--- config.mk ---
export PLATFORM = sky130hd
export DESIGN_NAME = dual_master_irq_ctrl
export DESIGN_NICKNAME = d
export VERILOG_FILES = /design/src/rtl/msel_pkg.sv /design/src/rtl/msel_arbiter.sv /design/src/rtl/msel_owner.sv /design/src/rtl/msel_irq_side.sv /design/src/rtl/dual_master_irq_ctrl.sv
export SDC_FILE = /design/constraint.sdc
export NUM_CORES = 1
export LEC_CHECK = 0
export ABC_AREA = 1
export BUFFER_PORTS_ARGS = -buffer_cell sky130_fd_sc_hd__buf_2
export CAP_MARGIN = 20
export CORE_ASPECT_RATIO = 1.2
export CORE_MARGIN = 2
export CORE_UTILIZATION = 49
export DETAILED_ROUTE_END_ITERATION = 8
export GPL_TIMING_DRIVEN = 0
export PLACE_DENSITY = 0.73
export SYNTH_ARGS = -nofsm -noshare
export SYNTH_HDL_FRONTEND = slang
export SYNTH_HIERARCHICAL = 1
export SYNTH_SLANG_ARGS = --single-unit
export TNS_END_PERCENT = 30
--- constraint.sdc ---
create_clock -name clk -period 1.4 [get_ports clk]
set_input_delay 0.14 -clock clk [delete_from_list [all_inputs] [get_ports clk]]
set_output_delay 0.14 -clock clk [all_outputs]
set_load 0.01 [all_outputs]
--- src/rtl/msel_pkg.sv ---
// Shared definitions for the dual-master selector interrupt controller.
// Assumes exactly two upstream masters; field indexes are fixed here.
package msel_pkg;
    localparam int NCH     = 2;
    localparam int ID_W    = 1;
    // mask field positions inside one master's mask word
    localparam int MSK_LOST = 0;
    localparam int MSK_DONE = 1;
    localparam int MSK_FWD  = 2;
    localparam int MSK_W    = 3;
    // flag field positions inside one master's clear word
    localparam int FLG_LOST = 0;
    localparam int FLG_DONE = 1;
    localparam int FLG_W    = 2;

    typedef enum logic [1:0] {
        OWN_IDLE  = 2'd0,
        OWN_HELD  = 2'd1,
        OWN_RECOV = 2'd2
    } own_state_t;
endpackage

--- src/rtl/msel_arbiter.sv ---
// Request arbiter: picks a grab winner (channel 0 first) and decides whether
// a release from the current holder applies. Purely combinational; assumes
// the holder information comes from msel_owner in the same cycle.
module msel_arbiter
    import msel_pkg::*;
(
    input  logic [NCH-1:0]  grab_req,
    input  logic [NCH-1:0]  rel_req,
    input  logic            holder_vld,
    input  logic [ID_W-1:0] holder_id,
    output logic            grab_vld,
    output logic [ID_W-1:0] grab_id,
    output logic            rel_hit
);
    // Fixed priority: lowest channel index wins; a grab outranks a release.
    always_comb begin
        grab_vld = |grab_req;
        grab_id  = grab_req[0] ? 1'b0 : 1'b1;
        rel_hit  = !grab_vld && holder_vld && rel_req[holder_id];
    end
endmodule

--- src/rtl/msel_owner.sv ---
// Ownership state machine: tracks the holder, runs the optional recovery
// countdown and emits one-cycle loss and completion events per master.
// Assumes RECOV_CYCLES >= 1 and a synchronous active-low reset.
module msel_owner
    import msel_pkg::*;
#(
    parameter bit RESET_CH0    = 1'b1,
    parameter int RECOV_CYCLES = 9
) (
    input  logic            clk,
    input  logic            rst_n,
    input  logic            recov_en,
    input  logic            grab_vld,
    input  logic [ID_W-1:0] grab_id,
    input  logic            rel_hit,
    output logic            holder_vld,
    output logic [ID_W-1:0] holder_id,
    output logic            busy,
    output logic [NCH-1:0]  conn_o,
    output logic [NCH-1:0]  lost_evt,
    output logic [NCH-1:0]  done_evt
);
    localparam int CNT_W = (RECOV_CYCLES > 1) ? $clog2(RECOV_CYCLES) : 1;
    localparam logic [CNT_W-1:0] CNT_LOAD = CNT_W'(RECOV_CYCLES - 1);

    own_state_t       state_q;
    logic [ID_W-1:0]  id_q;
    logic [CNT_W-1:0] cnt_q;
    logic             switch_c;

    // Decode holder view and the switch condition for the current cycle.
    always_comb begin
        holder_vld = (state_q != OWN_IDLE);
        holder_id  = id_q;
        busy       = (state_q == OWN_RECOV);
        switch_c   = grab_vld && (!holder_vld || (grab_id != id_q));
    end

    // Per-channel connection and event decode.
    for (genvar i = 0; i < NCH; i++) begin : g_ch
        always_comb begin
            conn_o[i]   = (state_q == OWN_HELD) && (id_q == ID_W'(i));
            lost_evt[i] = switch_c && holder_vld && (id_q == ID_W'(i));
            done_evt[i] = busy && (cnt_q == '0) && !switch_c && !rel_hit
                          && (id_q == ID_W'(i));
        end
    end

    // Holder, recovery countdown and state register.
    always_ff @(posedge clk) begin
        if (!rst_n) begin
            state_q <= RESET_CH0 ? OWN_HELD : OWN_IDLE;
            id_q    <= '0;
            cnt_q   <= '0;
        end else if (switch_c) begin
            state_q <= recov_en ? OWN_RECOV : OWN_HELD;
            id_q    <= grab_id;
            cnt_q   <= CNT_LOAD;
        end else if (rel_hit) begin
            state_q <= OWN_IDLE;
            cnt_q   <= '0;
        end else if (busy) begin
            if (cnt_q == '0) state_q <= OWN_HELD;
            else             cnt_q   <= cnt_q - 1'b1;
        end
    end


    conn_onehot_chk: assert property (@(posedge clk) disable iff (!rst_n)
        $onehot0(conn_o));


    recov_connect_chk: assert property (@(posedge clk) disable iff (!rst_n)
        (|done_evt) |=> (conn_o == $past(done_evt)));


    conn_cause_chk: assert property (@(posedge clk) disable iff (!rst_n)
        ($past(rst_n) && !$stable(conn_o)) |-> $past(grab_vld || rel_hit || busy));
endmodule

--- src/rtl/msel_irq_side.sv ---
// One master's interrupt side: mask register, loss and completion flags with
// write-1-to-clear, and the active-low output combining them with the
// forwarded downstream interrupt. A set event outranks a clear.
module msel_irq_side
    import msel_pkg::*;
(
    input  logic             clk,
    input  logic             rst_n,
    input  logic             mask_wr,
    input  logic [MSK_W-1:0] mask_wdata,
    input  logic             clr_wr,
    input  logic [FLG_W-1:0] clr_wdata,
    input  logic             lost_evt,
    input  logic             done_evt,
    input  logic             dn_int_n,
    output logic             irq_n
);
    logic [MSK_W-1:0] mask_q;
    logic [FLG_W-1:0] flag_q;
    logic [FLG_W-1:0] set_c;
    logic [FLG_W-1:0] clr_c;

    // Event qualification by the mask in force when the event occurs.
    always_comb begin
        set_c[FLG_LOST] = lost_evt && !mask_q[MSK_LOST];
        set_c[FLG_DONE] = done_evt && !mask_q[MSK_DONE];
        clr_c           = clr_wr ? clr_wdata : '0;
    end

    // Mask register update.
    always_ff @(posedge clk) begin
        if (!rst_n)       mask_q <= '0;
        else if (mask_wr) mask_q <= mask_wdata;
    end

    // Flag register: set wins over write-1-to-clear.
    always_ff @(posedge clk) begin
        if (!rst_n) flag_q <= '0;
        else        flag_q <= set_c | (flag_q & ~clr_c);
    end

    // Active-low output from unmasked flags and forwarded interrupt.
    always_comb begin
        irq_n = !((flag_q[FLG_LOST] && !mask_q[MSK_LOST])
               || (flag_q[FLG_DONE] && !mask_q[MSK_DONE])
               || (!dn_int_n && !mask_q[MSK_FWD]));
    end


    lost_latch_chk: assert property (@(posedge clk) disable iff (!rst_n)
        (lost_evt && !mask_q[MSK_LOST]) |=> flag_q[FLG_LOST]);


    mask_hold_chk: assert property (@(posedge clk) disable iff (!rst_n)
        (!flag_q[FLG_LOST] && mask_q[MSK_LOST]) |=> !flag_q[FLG_LOST]);


    w1c_clear_chk: assert property (@(posedge clk) disable iff (!rst_n)
        (clr_wr && clr_wdata[FLG_DONE] && !done_evt) |=> !flag_q[FLG_DONE]);
endmodule

--- src/rtl/dual_master_irq_ctrl.sv ---
// Top of the dual-master selector interrupt controller. Combines the two
// reset inputs into one synchronous reset, arbitrates requests, keeps the
// ownership state and instantiates one interrupt side per master.
// Assumes all request, write and clear inputs are single-cycle pulses.
module dual_master_irq_ctrl
    import msel_pkg::*;
#(
    parameter bit RESET_CH0    = 1'b1,
    parameter int RECOV_CYCLES = 9
) (
    input  logic                  clk,
    input  logic                  rst_n,
    input  logic                  por_n,
    input  logic                  recov_en,
    input  logic [1:0]            grab_req,
    input  logic [1:0]            rel_req,
    input  logic [1:0]            mask_wr,
    input  logic [5:0]            mask_wdata,
    input  logic [1:0]            clr_wr,
    input  logic [3:0]            clr_wdata,
    input  logic                  dn_int_n,
    output logic [1:0]            conn,
    output logic                  recov_busy,
    output logic [1:0]            irq_n
);
    logic            rst_all_n;
    logic            holder_vld;
    logic [ID_W-1:0] holder_id;
    logic            grab_vld;
    logic [ID_W-1:0] grab_id;
    logic            rel_hit;
    logic [NCH-1:0]  lost_evt;
    logic [NCH-1:0]  done_evt;

    // Either reset source resets the whole block.
    always_comb rst_all_n = rst_n && por_n;

    msel_arbiter u_arb (
        .grab_req   (grab_req),
        .rel_req    (rel_req),
        .holder_vld (holder_vld),
        .holder_id  (holder_id),
        .grab_vld   (grab_vld),
        .grab_id    (grab_id),
        .rel_hit    (rel_hit)
    );

    msel_owner #(
        .RESET_CH0    (RESET_CH0),
        .RECOV_CYCLES (RECOV_CYCLES)
    ) u_own (
        .clk        (clk),
        .rst_n      (rst_all_n),
        .recov_en   (recov_en),
        .grab_vld   (grab_vld),
        .grab_id    (grab_id),
        .rel_hit    (rel_hit),
        .holder_vld (holder_vld),
        .holder_id  (holder_id),
        .busy       (recov_busy),
        .conn_o     (conn),
        .lost_evt   (lost_evt),
        .done_evt   (done_evt)
    );

    for (genvar i = 0; i < NCH; i++) begin : g_side
        msel_irq_side u_side (
            .clk        (clk),
            .rst_n      (rst_all_n),
            .mask_wr    (mask_wr[i]),
            .mask_wdata (mask_wdata[MSK_W*i +: MSK_W]),
            .clr_wr     (clr_wr[i]),
            .clr_wdata  (clr_wdata[FLG_W*i +: FLG_W]),
            .lost_evt   (lost_evt[i]),
            .done_evt   (done_evt[i]),
            .dn_int_n   (dn_int_n),
            .irq_n      (irq_n[i])
        );
    end


    grab_prio_chk: assert property (@(posedge clk) disable iff (!rst_all_n)
        (grab_req == 2'b11 && !recov_en) |=> (conn == 2'b01));
endmodule

==> flow_summary.yaml <==
route:
  vias: 970
  postRouteAntennaNets: 0
  first_iter_violations: 16
  routed_wl_um: 1930
  vias_per_cell: 4.78
  drt_pre_antenna_iters: 4
  wl_per_cell_um: 9.48
  drc: 0
clocking:
  cts_tree: "yes"
  clock_latency_ns: 0.30
  cts_max_level: 1
  cts_buffer_depth: 2
  clock_sinks: 17
  root_buffer: "clkbuf_4"
  cts_buffers: 3
  cts.clk_slew.worst_paths_ns: 0.10
  hold_buffers: 0
layout:
  fin_util: 0.661
  n_antenna_cell: 0
  final_common_cell: "nand2_1"
  layout_common_cells: "nand2_1 (31), buf_2 (27), nor2_1 (24)"
  area_delta_synth_final_pct: 28.5
  final_nets: 209
  instances_no_fill: 203
  layout-drive-gt1-share: 0.321
die:
  rows: 17
  core_mm2: 0.00183
  die_y_um: 52
  dieArea_mm2: 0.00229
  initial_core_util: 0.514
  die_w_um: 44
  io_pins: 28
grt:
  first_global_vias: 913
  grt_usage: 0.191
  grt_max_degree: 13
  grt.overflow.total: 0
  antenna_found_initial: 0
  grt_pass1_wl_um: 3330
sta:
  fin_crit_sh: 0.910
  hold_violations: 0
  clock_skew_ns: 0.00341
  tightestPinTransition_ns: 0.331
  fin_crit_ns: 1.27
  clock.fmax_mhz: 785
  drv_slew: 0
  tns_ns: 0
  grt_setup_unrepaired: "false"
  max-slew-margin-rel: 0.779
  finalSetupViolations: 0
power_and_ir_drop:
  leakagePower_uw: 0.000594
  powerDensity_mw_per_mm2: 789
  peakVddDrop_uv: 479
logic_synthesis:
  ys_warn_count: 6
  ys_seq_elements: 17
  synth_fp_nets: 173
  syn_inst: 149
  yosysSeqAreaShare: 0.362
  syn_area_um2: 941
  syn_area_per_cell_um2: 6.31
  yosysUniqueCellTypes: 19
critical_path:
  required_ns: 1.64
  arrival_ns: 1.51
  cp-start-kind: "flop"
  crit_chain: "inv_2, nand2_4, nand3_4, nand2_4, nand4_1, nor2_1, nand2_1, a21oi_2"
  critPathMaxFanout: 7
  crit_top_cell: "nand2_4"
  cpPeakStageDelay_ns: 0.39
  cp-end-kind: "flop"
  worstSetupPathType: "reg2reg"
  slowest_stage: "dfxtp_2"
placed_design:
  place_hpwl_um: 1550
  io_buffers: 27
  place_congestion: 0.798
  dp_cells: 195
min_path:
  hp-class: "in2reg"
flow_run:
  maxCapViolations: 0
status:
  outcome: "completed"
layer usage:
layer	GRT usage	vias to the layer above	wire length, um
li1	-	528	-
met3	0.0208	5	62
met1	0.205	418	815
met4	0.0909	0	47
met2	0.360	19	999
met5	0	-	0
cell usage after synthesis:
cell     number  area, um^2
a21oi_1       8        40.0
a21oi_2       1        8.76
dfxtp_1      17         340
ha_1          1        12.5
inv_1        28         105
inv_2         1        3.75
nand2_1      33         124
nand2_2       2        12.5
nand2_4       2        22.5
nand3_1      12        60.1
nand3_4       1        17.5
nand4_1       2        12.5
nor2_1       26        97.6
nor2_2        1        6.26
nor2_4        1        11.3
nor3_1        2        10.0
o21ai_0       8        40.0
o21ai_1       2        10.0
or2_1         1        6.26
layout make-up:
type                       count  area (um^2)
sequential                    17          348
inverter                      29          109
clock inverter                 1         5.00
fill                         174          621
tap                           19         23.8
timing repair buffer          31          178
multi-input combinational    103          523
clock buffer                   3         22.5
path summary, 6_finish.rpt:
path | endpoint | slack (ns) | depth (start not counted) | startpoint
setup / recovery | g_side[1].u_side/flag_q[1] | 0.13 | 8 | u_own/state_q[0]
hold / removal | g_side[0].u_side/mask_q[1] | 0.05 | 3 | mask_wdata[1]
setup reg to reg | g_side[1].u_side/flag_q[1] | 0.13 | 8 | u_own/state_q[0]
hold reg to reg | g_side[0].u_side/flag_q[0] | 0.47 | 2 | g_side[0].u_side/flag_q[0]
state kept, by name, indices dropped and copies added, names as in the netlist:
signal,count
u_own/holder_id,1
g_side.u_side/flag_q,4
g_side.u_side/mask_q,6
u_own/cnt_q,4
u_own/state_q,2
through the flow:
stage               hold WS (ns)  total power, uW  setup WS [ns]  instance area (um^2)
floorplan                  0.275              621          0.157                   941
global placement           0.362              678        0.00122                  1100
detailed placement         0.368              682        -0.0462                  1100
CTS                       0.0543              946       0.000483                  1130
global route              0.0591             1010        0.00278                  1210
finish                    0.0537              953          0.126                  1210
critical path: cells and delay by family (launching register included):
kind | cells | cell delay, ns
simple gates | 6 | 0.62
flops | 1 | 0.39
compound gates | 1 | 0.12
buf+inv | 1 | 0.08
logic make-up (layout without fill, tap and decap cells):
| logic type | count (synthesis) | count (layout) | synth area share |
|---|---|---|---|
| flip-flops | 17 | 17 | 0.362 |
| AND/OR/NAND/NOR | 83 | 83 | 0.404 |
| adder cells (fa/ha/maj) | 1 | 1 | 0.0133 |
| AO/OA/AOI/OAI | 19 | 19 | 0.105 |
| buffers and inverters | 29 | 64 | 0.116 |
where the power goes:
part / switching, uW / total (uW) / leakage, uW / internal (uW)
logic: 99.0 / 173 / 0.000437 / 74.1
clock network: 162 / 269 / 0.0000177 / 107
registers: 13.3 / 511 / 0.000140 / 498
total: 274 / 953 / 0.000594 / 679
repair_timing:
item,4_1_cts,5_1_grt
setup endpoints to repair,4,4
pin swaps,0,5
hold endpoints to repair,0,0
setup buffers,0,4
resized for setup,3,15
Note: power is estimated with default switching activity, not from simulation.
